===== config.mk =====
export PLATFORM = sky130hd
export DESIGN_NAME = spi_word_fifos
export DESIGN_NICKNAME = d
export VERILOG_FILES = /design/src/rtl/sfifo_pkg.sv /design/src/rtl/word_fifo.sv /design/src/rtl/fifo_flags.sv /design/src/rtl/spi_word_fifos.sv
export SDC_FILE = /design/constraint.sdc
export NUM_CORES = 1
export LEC_CHECK = 0
export BUFFER_PORTS_ARGS = -buffer_cell sky130_fd_sc_hd__buf_2
export CAP_MARGIN = 20
export CORE_ASPECT_RATIO = 1.4
export CORE_MARGIN = 8
export CORE_UTILIZATION = 50
export CTS_BUF_LIST = sky130_fd_sc_hd__clkbuf_16
export DETAILED_ROUTE_END_ITERATION = 10
export GPL_ROUTABILITY_DRIVEN = 1
export PLACE_DENSITY = 0.78
export RECOVER_POWER = 25
export SLEW_MARGIN = 20
export SYNTH_ARGS = -nofsm -noshare
export SYNTH_HDL_FRONTEND = slang
export SYNTH_SLANG_ARGS = --single-unit

===== constraint.sdc =====
create_clock -name clk -period 9.3 [get_ports clk]
set_clock_uncertainty 0.05 [all_clocks]
set_input_delay 1.86 -clock clk [delete_from_list [all_inputs] [get_ports clk]]
set_output_delay 1.86 -clock clk [all_outputs]
set_load 0.01 [all_outputs]

===== src/rtl/sfifo_pkg.sv =====
package sfifo_pkg;
  localparam int unsigned CFG_W     = 32;
  localparam int unsigned TX_THR_LSB = 28;
  localparam int unsigned RX_THR_LSB = 24;
  localparam int unsigned FLUSH_BIT  = 9;

  // which level a ready flag is measured against
  typedef enum logic {
    LVL_FILL  = 1'b0,
    LVL_SPACE = 1'b1
  } lvl_kind_e;

  typedef struct packed {
    logic full;
    logic empty;
    logic ready;
    logic ovf;
    logic unf;
  } fifo_flags_t;
endpackage


===== src/rtl/word_fifo.sv =====
module word_fifo #(
  parameter int unsigned DW    = 32,
  parameter int unsigned DEPTH = 8,
  localparam int unsigned AW   = (DEPTH > 1) ? $clog2(DEPTH) : 1,
  localparam int unsigned CW   = $clog2(DEPTH + 1)
) (
  input  logic          clk,
  input  logic          rst,
  input  logic          flush,
  input  logic          push,
  input  logic [DW-1:0] push_data,
  input  logic          pop,
  output logic [DW-1:0] pop_data,
  output logic [CW-1:0] cnt_nxt
);
  logic [DW-1:0] mem [DEPTH];
  logic [AW-1:0] wptr_q, rptr_q;
  logic [CW-1:0] cnt_q;
  logic          push_ok, pop_ok;

  assign push_ok = push && !flush && (cnt_q != CW'(DEPTH));
  assign pop_ok  = pop  && !flush && (cnt_q != '0);

  always_comb begin
    if (flush) cnt_nxt = '0;
    else       cnt_nxt = cnt_q + CW'(push_ok) - CW'(pop_ok);
  end

  // storage without reset so it maps onto block RAM
  always_ff @(posedge clk) begin
    if (push_ok) mem[wptr_q] <= push_data;
  end

  always_ff @(posedge clk) begin
    if (rst) begin
      pop_data <= '0;
    end else if (pop_ok) begin
      pop_data <= mem[rptr_q];
    end else if (pop && !flush) begin
      pop_data <= '0;
    end
  end

  always_ff @(posedge clk) begin
    if (rst || flush) begin
      wptr_q <= '0;
      rptr_q <= '0;
      cnt_q  <= '0;
    end else begin
      cnt_q <= cnt_nxt;
      if (push_ok) wptr_q <= (wptr_q == AW'(DEPTH - 1)) ? '0 : wptr_q + 1'b1;
      if (pop_ok)  rptr_q <= (rptr_q == AW'(DEPTH - 1)) ? '0 : rptr_q + 1'b1;
    end
  end
endmodule


===== src/rtl/fifo_flags.sv =====
module fifo_flags
  import sfifo_pkg::*;
#(
  parameter int unsigned DEPTH = 8,
  parameter int unsigned TW    = 3,
  parameter lvl_kind_e   KIND  = LVL_FILL,
  localparam int unsigned CW   = $clog2(DEPTH + 1)
) (
  input  logic          clk,
  input  logic          rst,
  input  logic          flush,
  input  logic          push,
  input  logic          pop,
  input  logic [CW-1:0] cnt_nxt,
  input  logic [TW-1:0] thr,
  output fifo_flags_t   flags_q
);
  localparam logic RST_READY = (KIND == LVL_SPACE);

  logic [CW-1:0] metric;
  logic          ready_nxt;

  if (KIND == LVL_SPACE) begin : g_space
    assign metric = CW'(DEPTH) - cnt_nxt;
  end else begin : g_fill
    assign metric = cnt_nxt;
  end

  assign ready_nxt = (metric > CW'(thr));

  always_ff @(posedge clk) begin
    if (rst) begin
      flags_q <= '{full: 1'b0, empty: 1'b1, ready: RST_READY, ovf: 1'b0, unf: 1'b0};
    end else begin
      flags_q.full  <= (cnt_nxt == CW'(DEPTH));
      flags_q.empty <= (cnt_nxt == '0);
      flags_q.ready <= ready_nxt;
      if (flush) begin
        flags_q.ovf <= 1'b0;
        flags_q.unf <= 1'b0;
      end else begin
        flags_q.ovf <= flags_q.ovf | (push & flags_q.full);
        flags_q.unf <= flags_q.unf | (pop & flags_q.empty);
      end
    end
  end
endmodule


===== src/rtl/spi_word_fifos.sv =====
module spi_word_fifos
  import sfifo_pkg::*;
#(
  parameter int unsigned DW    = 32,
  parameter int unsigned DEPTH = 8,
  parameter int unsigned TW    = 3
) (
  input  logic             clk,
  input  logic             rst,
  input  logic             cfg_wr,
  input  logic [CFG_W-1:0] cfg_wdata,
  output logic [CFG_W-1:0] cfg_rdata,
  input  logic             host_push,
  input  logic [DW-1:0]    host_wdata,
  input  logic             host_pop,
  output logic [DW-1:0]    host_rdata,
  input  logic             eng_tx_pop,
  output logic [DW-1:0]    eng_tx_data,
  input  logic             eng_rx_push,
  input  logic [DW-1:0]    eng_rx_data,
  output logic             tx_full,
  output logic             tx_empty,
  output logic             tx_ready,
  output logic             tx_ovf,
  output logic             tx_unf,
  output logic             rx_full,
  output logic             rx_empty,
  output logic             rx_ready,
  output logic             rx_ovf,
  output logic             rx_unf
);
  localparam int unsigned CW = $clog2(DEPTH + 1);

  logic [TW-1:0] tx_thr_q, rx_thr_q;
  logic          flush_q;
  logic          unused_cfg;
  logic [CW-1:0] tx_cnt_nxt, rx_cnt_nxt;
  fifo_flags_t   tx_fl, rx_fl;

  assign unused_cfg = ^cfg_wdata;

  always_ff @(posedge clk) begin
    if (rst) begin
      tx_thr_q <= '0;
      rx_thr_q <= '0;
      flush_q  <= 1'b0;
    end else begin
      flush_q <= cfg_wr && cfg_wdata[FLUSH_BIT];
      if (cfg_wr) begin
        tx_thr_q <= cfg_wdata[TX_THR_LSB +: TW];
        rx_thr_q <= cfg_wdata[RX_THR_LSB +: TW];
      end
    end
  end

  always_comb begin
    cfg_rdata                    = '0;
    cfg_rdata[TX_THR_LSB +: TW]  = tx_thr_q;
    cfg_rdata[RX_THR_LSB +: TW]  = rx_thr_q;
    cfg_rdata[FLUSH_BIT]         = flush_q;
  end

  word_fifo #(.DW(DW), .DEPTH(DEPTH)) u_txq (
    .clk(clk), .rst(rst), .flush(flush_q),
    .push(host_push), .push_data(host_wdata),
    .pop(eng_tx_pop), .pop_data(eng_tx_data),
    .cnt_nxt(tx_cnt_nxt)
  );

  fifo_flags #(.DEPTH(DEPTH), .TW(TW), .KIND(LVL_SPACE)) u_txf (
    .clk(clk), .rst(rst), .flush(flush_q),
    .push(host_push), .pop(eng_tx_pop),
    .cnt_nxt(tx_cnt_nxt), .thr(tx_thr_q), .flags_q(tx_fl)
  );

  word_fifo #(.DW(DW), .DEPTH(DEPTH)) u_rxq (
    .clk(clk), .rst(rst), .flush(flush_q),
    .push(eng_rx_push), .push_data(eng_rx_data),
    .pop(host_pop), .pop_data(host_rdata),
    .cnt_nxt(rx_cnt_nxt)
  );

  fifo_flags #(.DEPTH(DEPTH), .TW(TW), .KIND(LVL_FILL)) u_rxf (
    .clk(clk), .rst(rst), .flush(flush_q),
    .push(eng_rx_push), .pop(host_pop),
    .cnt_nxt(rx_cnt_nxt), .thr(rx_thr_q), .flags_q(rx_fl)
  );

  assign tx_full  = tx_fl.full;
  assign tx_empty = tx_fl.empty;
  assign tx_ready = tx_fl.ready;
  assign tx_ovf   = tx_fl.ovf;
  assign tx_unf   = tx_fl.unf;
  assign rx_full  = rx_fl.full;
  assign rx_empty = rx_fl.empty;
  assign rx_ready = rx_fl.ready;
  assign rx_ovf   = rx_fl.ovf;
  assign rx_unf   = rx_fl.unf;
endmodule


==> results.yml, run 1 <==
outcome:
  outcome: "finished clean"
synthesis:
  synth_top_area_share_pct: 64.86
  yosysUniqueCellTypes: 43
  synthTopCellsByArea: "edfxtp_1 (65%), mux2i_1 (11%), dfxtp_1 (9.0%)"
  synth_xor_area_share_pct: 0.3537
  synth-compound-area-share_pct: 7.564
  synth_seq_area_share_pct: 73.90
  synthMuxAreaShare_pct: 11.44
  synth_area_per_cell_um2: 17.30
  netlist_instances: 1370
  synth_top_family_by_area: "multiplexers"
  synth_largest_area_cell: "edfxtp_1"
  synthAdderAreaFrac_pct: 1.594
  synth-seq-cells: 619
  syn_area_um2: 23700
  yosys.area_share.simple_pct: 2.059
  ys_warn_count: 0
sta:
  slew_headroom_pct: 38.73
  hold_viol: 0
  final.period_utilization_pct: 45.67
  period_needed_ns: 4.248
  rsz0062_at_grt: "no"
  report.final.slew_viol_count: 0
  setup_tns_ns: 0
  setup_viol: 0
  tightest_slew_ns: 0.9191
  max_freq_mhz: 235.4
finish:
  layout_common_cells: "edfxtp_1 (512), mux2i_1 (271), a22oi_1 (128), buf_2 (115), dfxtp_1 (105)"
  nets: 1664
  multi_input_area_um2: 5688
  num-fill-cells: 3439
  final_common_cell: "edfxtp_1"
  drive_above_1_share_pct: 16.22
  syn_to_final_growth_pct: 13.16
  final-seq-area_um2: 17520
pwr:
  p_int_mw: 4.892
  power_frac_comb_pct: 16.1
  p_per_area_nw_per_um2: 244.9
  p_leak_nw: 8.813
  swShare_pct: 25.52
  power_mw: 6.568
  clock_power_share_pct: 33.8
  p_sw_mw: 1.676
  ir_drop_mv: 0.1960
  p_seq_share_pct: 50.1
critical_path:
  required_ns: 9.71
  crit_arrival_ns: 4.66
  end_kind: "flop"
  path_class: "in -> reg"
  critPathMaxFanout: 5
  startpoint_type: "input pin"
clock_network:
  h-tree-depth: 2
  cts-root-buf: "clkbuf_16"
  cts_setup_buffers: 0
  cts_tree: "yes"
  cts_num_sinks: 619
  cts_buffer_depth: 3
  cts_made_buffers: 54
  holdBufCountCts: 0
  insertion_delay_ns: 0.60
  path_clk_slew_ns: 0.06
  post_cts_resized: 0
die:
  ios: 209
  core_area_um2: 46930
  dieArea_um2: 54730
  placementRows: 94
  die_height_um: 273.6
  start_util_pct: 50.51
  die_x_um: 200.0
routing:
  routed_wl_um: 49040
  wl_per_cell_um: 22.25
  firstDrtPassIters: 5
  vias: 12450
  drc: 0
  viasPerCell: 5.649
  drtIter0Drc: 780
  antenna_left: 0
global_route:
  grt_antenna_before_repair: 4
  grt_max_degree: 55
  grt.busiest_layer: "met2"
  grt_overflow: 0
  grt_pass1_vias: 13096
  met2_usage_pct: 32.63
  track_usage_pct: 17.53
  gr-usage-met3_pct: 4.060
  grt_pass1_wl_um: 73650
  met1_usage_pct: 19.32
placement:
  dp_hpwl_um: 27800
  io_buffer_count: 158
  place_congestion: 0.7513
job:
  cap_violations: 0
worst_hold_path:
  hold_class: "reg -> reg"
-- kinds of logic (layout without fill, tap and decap cells) --
family                     Yosys count  count (layout)
AOI/OAI and AO/OA                  218             218
xor gates and xnor gates             8               8
adders and majority gates           29              29
buffers and inverters              127             311
DFF                                619             619
muxes                              271             271
other                                1              27
and+or+nand+nor                     97              97
-- cell type report --
class	instances	area share, %
Antenna cell	2	0.01866
Clock buffer	54	5.038
Clock inverter	48	1.623
Inverter	22	0.3079
Multi-Input combinational cell	648	21.21
Sequential cell	619	65.34
Tap cell	624	2.911
Timing Repair Buffer	187	3.559
-- worst paths after layout --
kind,slack (ns),end,cells after the start,startpoint
worst max register to register,5.75,u_txf.flags_q[2]$_SDFF_PP1_,14,u_txq.cnt_q[2]$_SDFF_PP0_
worst min register to register,0.41,u_rxq.pop_data[20]$_SDFFE_PP0P_,1,u_rxq.pop_data[20]$_SDFFE_PP0P_
worst max-delay path,5.05,u_txf.flags_q[2]$_SDFF_PP1_,14,eng_tx_pop
worst min-delay path,0.41,u_rxq.pop_data[20]$_SDFFE_PP0P_,1,u_rxq.pop_data[20]$_SDFFE_PP0P_
-- critical path, cell delays in order --
cell      delay, ns
buf_2          0.13
inv_2          0.05
a311oi_4       0.39
ha_1           0.31
inv_1          0.06
ha_1           0.20
fa_1           0.47
nand2_1        0.09
ha_1           0.23
ha_1           0.28
nor2b_1        0.13
o21a_1         0.15
o21ai_0        0.18
nand3_1        0.10
-- registers in the layout (all words and copies together) (netlist names), named ones only --
name,count
u_txf.flags_q,5
u_txq.mem,256
u_rxf.flags_q,5
u_rxq.rptr_q,3
u_rxq.wptr_q,3
u_txq.wptr_q,3
u_txq.pop_data,32
u_txq.rptr_q,3
u_rxq.pop_data,32
u_rxq.mem,256
flush_q,1
rx_thr_q,3
u_txq.cnt_q,4
tx_thr_q,3
u_rxq.cnt_q,4
-- power by group through the flow --
stage	clock [mW]	sequential [mW]	combinational (mW)
3_5_place_dp	0	3.35	1.06
6_report	2.22	3.29	1.05
5_1_grt	2.37	3.31	1.16
4_1_cts	2.27	3.29	1.07
3_3_place_gp	0	3.34	1.02
2_1_floorplan	0	3.35	0.723
-- per-layer routing --
metal	share of wire (%)	wire, µm
met5	0.057	28
met4	2.2	1083
met3	7.0	3415
met2	54	26370
met1	37	18150
-- cells in the mapped netlist --
library cell / instances
a211oi_1: 1
a21o_1: 2
a21oi_1: 14
a22oi_1: 128
a311o_1: 1
a311oi_4: 2
a31oi_1: 1
a32o_1: 64
and2_0: 1
and2_1: 6
and2b_1: 2
and3b_1: 1
buf_2: 43
buf_4: 29
buf_6: 9
clkbuf_1: 20
clkbuf_2: 2
conb_1: 1
dfxtp_1: 107
dlymetal6s2s_1: 2
edfxtp_1: 512
fa_1: 2
ha_1: 27
inv_1: 20
inv_2: 2
mux2i_1: 271
nand2_1: 11
nand2b_1: 4
nand3_1: 3
nand3b_1: 2
nor2_1: 38
nor2b_1: 9
nor3_1: 9
nor3b_1: 3
nor4_1: 2
nor4b_1: 1
o21a_1: 2
o21ai_0: 3
or2_2: 1
or3_1: 2
or3b_1: 2
xnor2_1: 7
xnor3_1: 1
-- per-stage QoR --
step | worst slack (ns) | utilization (%) | cell area [µm²] | hold slack, ns | cells
floorplan | 3.335 | - | 23790 | 0.4415 | 1394
global placement | 4.462 | 53.45 | 25080 | 0.3929 | 2100
detailed placement | 4.430 | 53.45 | 25080 | 0.4012 | 2100
CTS | 5.077 | 57.26 | 26870 | 0.4164 | 2202
global route | 4.859 | 57.15 | 26820 | 0.4409 | 2203
finish | 5.052 | 57.16 | 26820 | 0.4124 | 2204
Note: power is estimated with default switching activity, not from simulation.
==> run 2: changes to the inputs <==
--- a/config.mk
+++ b/config.mk
@@ -13,7 +13,7 @@
 export CTS_BUF_LIST = sky130_fd_sc_hd__clkbuf_16
 export DETAILED_ROUTE_END_ITERATION = 10
 export GPL_ROUTABILITY_DRIVEN = 1
-export PLACE_DENSITY = 0.78
+export PLACE_DENSITY = 0.8
 export RECOVER_POWER = 25
 export SLEW_MARGIN = 20
 export SYNTH_ARGS = -nofsm -noshare
==> constraint.sdc (replaced) <==
create_clock -name clk -period 3.4 [get_ports clk]
set_clock_uncertainty 0.05 [all_clocks]
set_input_delay 0.68 -clock clk [delete_from_list [all_inputs] [get_ports clk]]
set_output_delay 0.68 -clock clk [all_outputs]
set_load 0.01 [all_outputs]
==> results.yml, run 2 (synthesis results as in run 1) <==
finish:
  nets: 1678
  final_cells: 2221
  syn_to_final_growth_pct: 14.10
  layout_common_cells: "edfxtp_1 (512), mux2i_1 (271), a22oi_1 (128), buf_2 (114), dfxtp_1 (105)"
  final_common_cell: "edfxtp_1"
  reg_top3: "u_rxq.mem x256, u_txq.mem x256"
  final_cell_area_um2: 27050
  drive_above_1_share_pct: 16.64
critical_path:
  startpoint_type: "flop"
  ff2ff_path_depth: 14
  cp.depth: 14
  required_ns: 3.82
  slowest_stage: "fa_1"
  end_kind: "flop"
  crit_path_max_incr_delay_ns: 0.46
  crit_arrival_ns: 3.54
  critPathMaxFanout: 3
  critical-path-top-delay-family: "adder cells"
  crit_chain: "inv_1, ha_1, a311oi_4, ha_1, inv_1, ha_1, fa_1, nand2_1, ha_1, ha_1, nor2b_1, o21a_1, o21ai_1, nand3_1"
  path_class: "reg -> reg"
  cp_common_cell: "ha_1"
  worst-path-buf-inv: 2
sta:
  slew_headroom_pct: 50.06
  max_freq_mhz: 320.0
  setup_viol: 0
  hold_viol: 0
  final.period_utilization_pct: 91.91
  rsz0062_at_grt: "no"
  tightest_slew_ns: 0.7491
  period_needed_ns: 3.125
  report.final.slew_viol_count: 0
placement:
  io_buffer_count: 158
  dp_cells: 2113
  dp_hpwl_um: 27510
  place_congestion: 0.7449
  dpl_cell_area_um2: 25360
routing:
  wl_per_cell_um: 22.23
  vias: 12673
  routed_wl_um: 49380
  antenna_left: 0
  viasPerCell: 5.706
  drc: 0
  drtIter0Drc: 751
  firstDrtPassIters: 7
clock_network:
  path_clk_slew_ns: 0.06
  h-tree-depth: 2
  cts_buffer_depth: 3
  cts_tree: "yes"
  insertion_delay_ns: 0.60
  cts_num_sinks: 619
  cts_made_buffers: 55
  cts-root-buf: "clkbuf_16"
  holdBufCountCts: 0
die:
  die_x_um: 200.0
  die_height_um: 273.6
  ios: 209
  start_util_pct: 50.51
  placementRows: 94
  core_area_um2: 46930
  dieArea_um2: 54730
worst_hold_path:
  hold_depth: 3
  hold_class: "in -> reg"
pwr:
  p_per_area_nw_per_um2: 662.5
  p_leak_nw: 8.869
  ir_drop_mv: 0.5977
global_route:
  grt_pass1_wl_um: 74360
  grt_antenna_before_repair: 4
  grt_max_degree: 83
  grt_overflow: 0
  track_usage_pct: 17.67
  grt_pass1_vias: 13300
outcome:
  outcome: "finished clean"
job:
  cap_violations: 0
==> run 2: cell types whose count changed in the layout (fill, tap and decap cells not counted), sizes merged <==
cell | before | now
diode | 2 | 4
buf | 144 | 156
bufinv | 7 | 3
clkbuf | 97 | 99
clkinvlp | 2 | 3
inv | 38 | 41
clkinv | 23 | 24
==> run 2: layout make-up <==
type / instances / area (µm²)
Multi-Input combinational cell: 648 / 5741
Sequential cell: 619 / 17520
Clock buffer: 55 / 1376
Clock inverter: 49 / 342.8
Inverter: 22 / 82.58
Fill cell: 3425 / 19880
Timing Repair Buffer: 200 / 1189
Antenna cell: 4 / 10.01
Tap cell: 624 / 780.7
==> run 2: path summary, 6_finish.rpt <==
path,startpoint,end,slack (ns)
worst max-delay path,u_txq.cnt_q[2]$_SDFF_PP0_,u_txf.flags_q[2]$_SDFF_PP1_,0.28
worst min register to register,u_txq.pop_data[6]$_SDFFE_PP0P_,u_txq.pop_data[6]$_SDFFE_PP0P_,0.41
worst min-delay path,cfg_wdata[25],rx_thr_q[1]$_SDFFE_PP0P_,0.27
worst max register to register,u_txq.cnt_q[2]$_SDFF_PP0_,u_txf.flags_q[2]$_SDFF_PP1_,0.28
==> run 2: worst reg2reg max path, delay by kind of cell, from the launching register on <==
family	cells	cell delay [ns]
AOI/OAI and AO/OA	3	0.58
DFF	1	0.31
and+or+nand+nor	3	0.30
buffers and inverters	2	0.13
adders and majority gates	6	1.64
==> run 2: where the power goes <==
group          switching [mW]  internal (mW)  total (mW)
clock network            2.67           3.20        5.87
registers               0.268           8.73        9.00
logic                    1.73           1.32        3.05
total                    4.67           13.2        17.9
==> run 2: repair_timing <==
action / CTS / global route
setup buffers: 0 / 0
setup endpoints to repair: 0 / 1
endpoints found under the hold margin: 0 / 0
gates resized for setup: 0 / 2
==> run 2: through the flow <==
| step | TNS [ns] | power (mW) | utilization (%) | hold slack [ns] | setup slack (ns) |
|---|---|---|---|---|---|
| 2_1_floorplan | -54.53 | 11.15 | - | 0.4415 | -0.5517 |
| 3_3_place_gp | -0.002425 | 12.04 | 54.05 | 0.3950 | -0.002425 |
| 3_5_place_dp | 0 | 12.20 | 54.05 | 0.3998 | 0.01281 |
| 4_1_cts | 0 | 18.04 | 57.71 | 0.2224 | 0.1831 |
| 5_1_grt | 0 | 18.62 | 57.61 | 0.2479 | 0.04398 |
| 6_report | 0 | 17.92 | 57.63 | 0.2671 | 0.2750 |
==> run 2: routing by layer <==
metal	track usage (%)	vias to the layer above	routed length (µm)
li1	-	5734	-
met1	19.80	6381	18260
met2	32.23	441	26020
met3	4.281	113	3732
met4	5.955	4	1339
met5	0	-	27
==> run 3: changes to the inputs <==
--- a/config.mk
+++ b/config.mk
@@ -13,7 +13,8 @@
 export CTS_BUF_LIST = sky130_fd_sc_hd__clkbuf_16
 export DETAILED_ROUTE_END_ITERATION = 10
 export GPL_ROUTABILITY_DRIVEN = 1
-export PLACE_DENSITY = 0.8
+export GPL_TIMING_DRIVEN = 0
+export PLACE_DENSITY = 0.78
 export RECOVER_POWER = 25
 export SLEW_MARGIN = 20
 export SYNTH_ARGS = -nofsm -noshare
==> constraint.sdc (replaced) <==
create_clock -name clk -period 3.8 [get_ports clk]
set_clock_uncertainty 0.05 [all_clocks]
set_input_delay 0.76 -clock clk [delete_from_list [all_inputs] [get_ports clk]]
set_output_delay 0.76 -clock clk [all_outputs]
set_load 0.01 [all_outputs]
==> results.yml, run 3 (synthesis results as in run 1) <==
clock_network:
  path_clk_slew_ns: 0.07
  cts_setup_buffers: 0
  holdBufCountCts: 0
  post_cts_resized: 0
  cts_made_buffers: 54
  cts_num_sinks: 619
  cts_tree: "yes"
  insertion_delay_ns: 0.60
  h-tree-depth: 2
  cts-root-buf: "clkbuf_16"
  cts_buffer_depth: 3
sta:
  report.final.slew_viol_count: 0
  setup_tns_ns: 0
  setup_viol: 0
  final.period_utilization_pct: 90.67
  rsz0062_at_grt: "no"
  tightest_slew_ns: 0.7758
  period_needed_ns: 3.446
  slew_headroom_pct: 48.28
  setup_slack_ns: 0.3545
  hold_viol: 0
  max_freq_mhz: 290.2
critical_path:
  slowest_stage: "fa_1"
  startpoint_type: "flop"
  path_class: "reg -> reg"
  end_kind: "flop"
  crit_path_max_incr_delay_ns: 0.49
  critical-path-top-delay-family: "adder cells"
  cp_common_cell: "ha_1"
  worst-path-buf-inv: 2
  crit_chain: "inv_1, ha_1, a311oi_4, ha_1, inv_1, ha_1, fa_1, nand2_1, ha_1, ha_1, nor2b_1, o21a_1, o21ai_0, nand3_1"
  crit_arrival_ns: 3.86
  critPathMaxFanout: 5
  required_ns: 4.22
finish:
  nets: 1784
  layout_common_cells: "edfxtp_1 (512), mux2i_1 (271), buf_2 (155), a22oi_1 (128), dfxtp_1 (107)"
  reg_top3: "u_rxq.mem x256, u_txq.mem x256"
  syn_to_final_growth_pct: 17.13
  final_cells: 2323
  final_cell_area_um2: 27760
  num-fill-cells: 3384
  drive_above_1_share_pct: 20.15
  final_util_pct: 59.16
  final_common_cell: "edfxtp_1"
global_route:
  grt_pass1_wl_um: 81700
  grt_pass1_vias: 13868
  grt_overflow: 0
  grt_antenna_before_repair: 3
  track_usage_pct: 19.74
  grt_max_degree: 22
routing:
  antenna_left: 0
  drtIter0Drc: 857
  viasPerCell: 5.755
  wl_per_cell_um: 23.64
  drc: 0
  routed_wl_um: 54920
  vias: 13370
  firstDrtPassIters: 5
pwr:
  p_per_area_nw_per_um2: 591.7
  p_leak_nw: 9.407
  ir_drop_mv: 0.5301
die:
  core_area_um2: 46930
  placementRows: 94
  start_util_pct: 50.51
  dieArea_um2: 54730
  ios: 209
  die_height_um: 273.6
  die_x_um: 200.0
placement:
  dp_slack_ns: 0.009134
  dp_hpwl_um: 36330
  io_buffer_count: 157
  place_congestion: 0.7734
  dp_cells: 2220
  dpl_cell_area_um2: 25980
job:
  cap_violations: 0
outcome:
  outcome: "finished clean"
worst_hold_path:
  hold_class: "in -> reg"
## run 3: area by class of cell
cell class / instances / area, µm² / area share (%)
tap: 624 / 780.7 / 2.812
clock inverter: 46 / 456.7 / 1.645
sequential: 619 / 17520 / 63.09
buffer: 105 / 644.4 / 2.321
inverter: 22 / 82.58 / 0.2974
clock buffer: 55 / 1376 / 4.957
antenna: 2 / 5.005 / 0.01803
timing repair buffer: 202 / 1225 / 4.412
multi-input combinational: 648 / 5677 / 20.45
## run 3: path summary, 6_finish.rpt
kind              slack [ns]  depth (start not counted)                             from                               to
hold / removal          0.35                          3                    cfg_wdata[30]         tx_thr_q[2]$_SDFFE_PP0P_
setup reg to reg        0.35                         14        u_txq.cnt_q[2]$_SDFF_PP0_      u_txf.flags_q[2]$_SDFF_PP1_
hold reg to reg         0.41                          1  u_rxq.pop_data[18]$_SDFFE_PP0P_  u_rxq.pop_data[18]$_SDFFE_PP0P_
setup / recovery        0.35                         14        u_txq.cnt_q[2]$_SDFF_PP0_      u_txf.flags_q[2]$_SDFF_PP1_
## run 3: worst reg2reg max path, cell delays in order (launching register included)
cell and delay [ns]:
dfxtp_1 0.31, inv_1 0.06, ha_1 0.23, a311oi_4 0.45, ha_1 0.31, inv_1 0.06
ha_1 0.21, fa_1 0.49, nand2_1 0.09, ha_1 0.22, ha_1 0.29, nor2b_1 0.14
o21a_1 0.16, o21ai_0 0.15, nand3_1 0.10
## run 3: report_power, final
group / switching, mW / internal, mW / leakage, nW
registers: 0.220 / 7.81 / 5.52
clock network: 2.42 / 3.13 / 0.918
logic: 1.64 / 1.20 / 2.97
total: 4.29 / 12.1 / 9.41
## run 3: layer usage
metal	vias to the layer above	GRT usage, %	part of all wire [%]
met4	4	7.100	3.0
met2	545	36.24	53
li1	5945	-	-
met1	6749	22.23	36
met5	-	0	0.049
met3	127	4.010	7.3
## run 3: through the flow
step | hold WS, ns | power [mW]
after floorplan | 0.4415 | 9.976
after global placement | 0.3956 | 10.82
after detailed placement | 0.4038 | 11.00
after CTS | 0.3088 | 16.52
after global routing | 0.3345 | 17.02
final | 0.3529 | 16.43
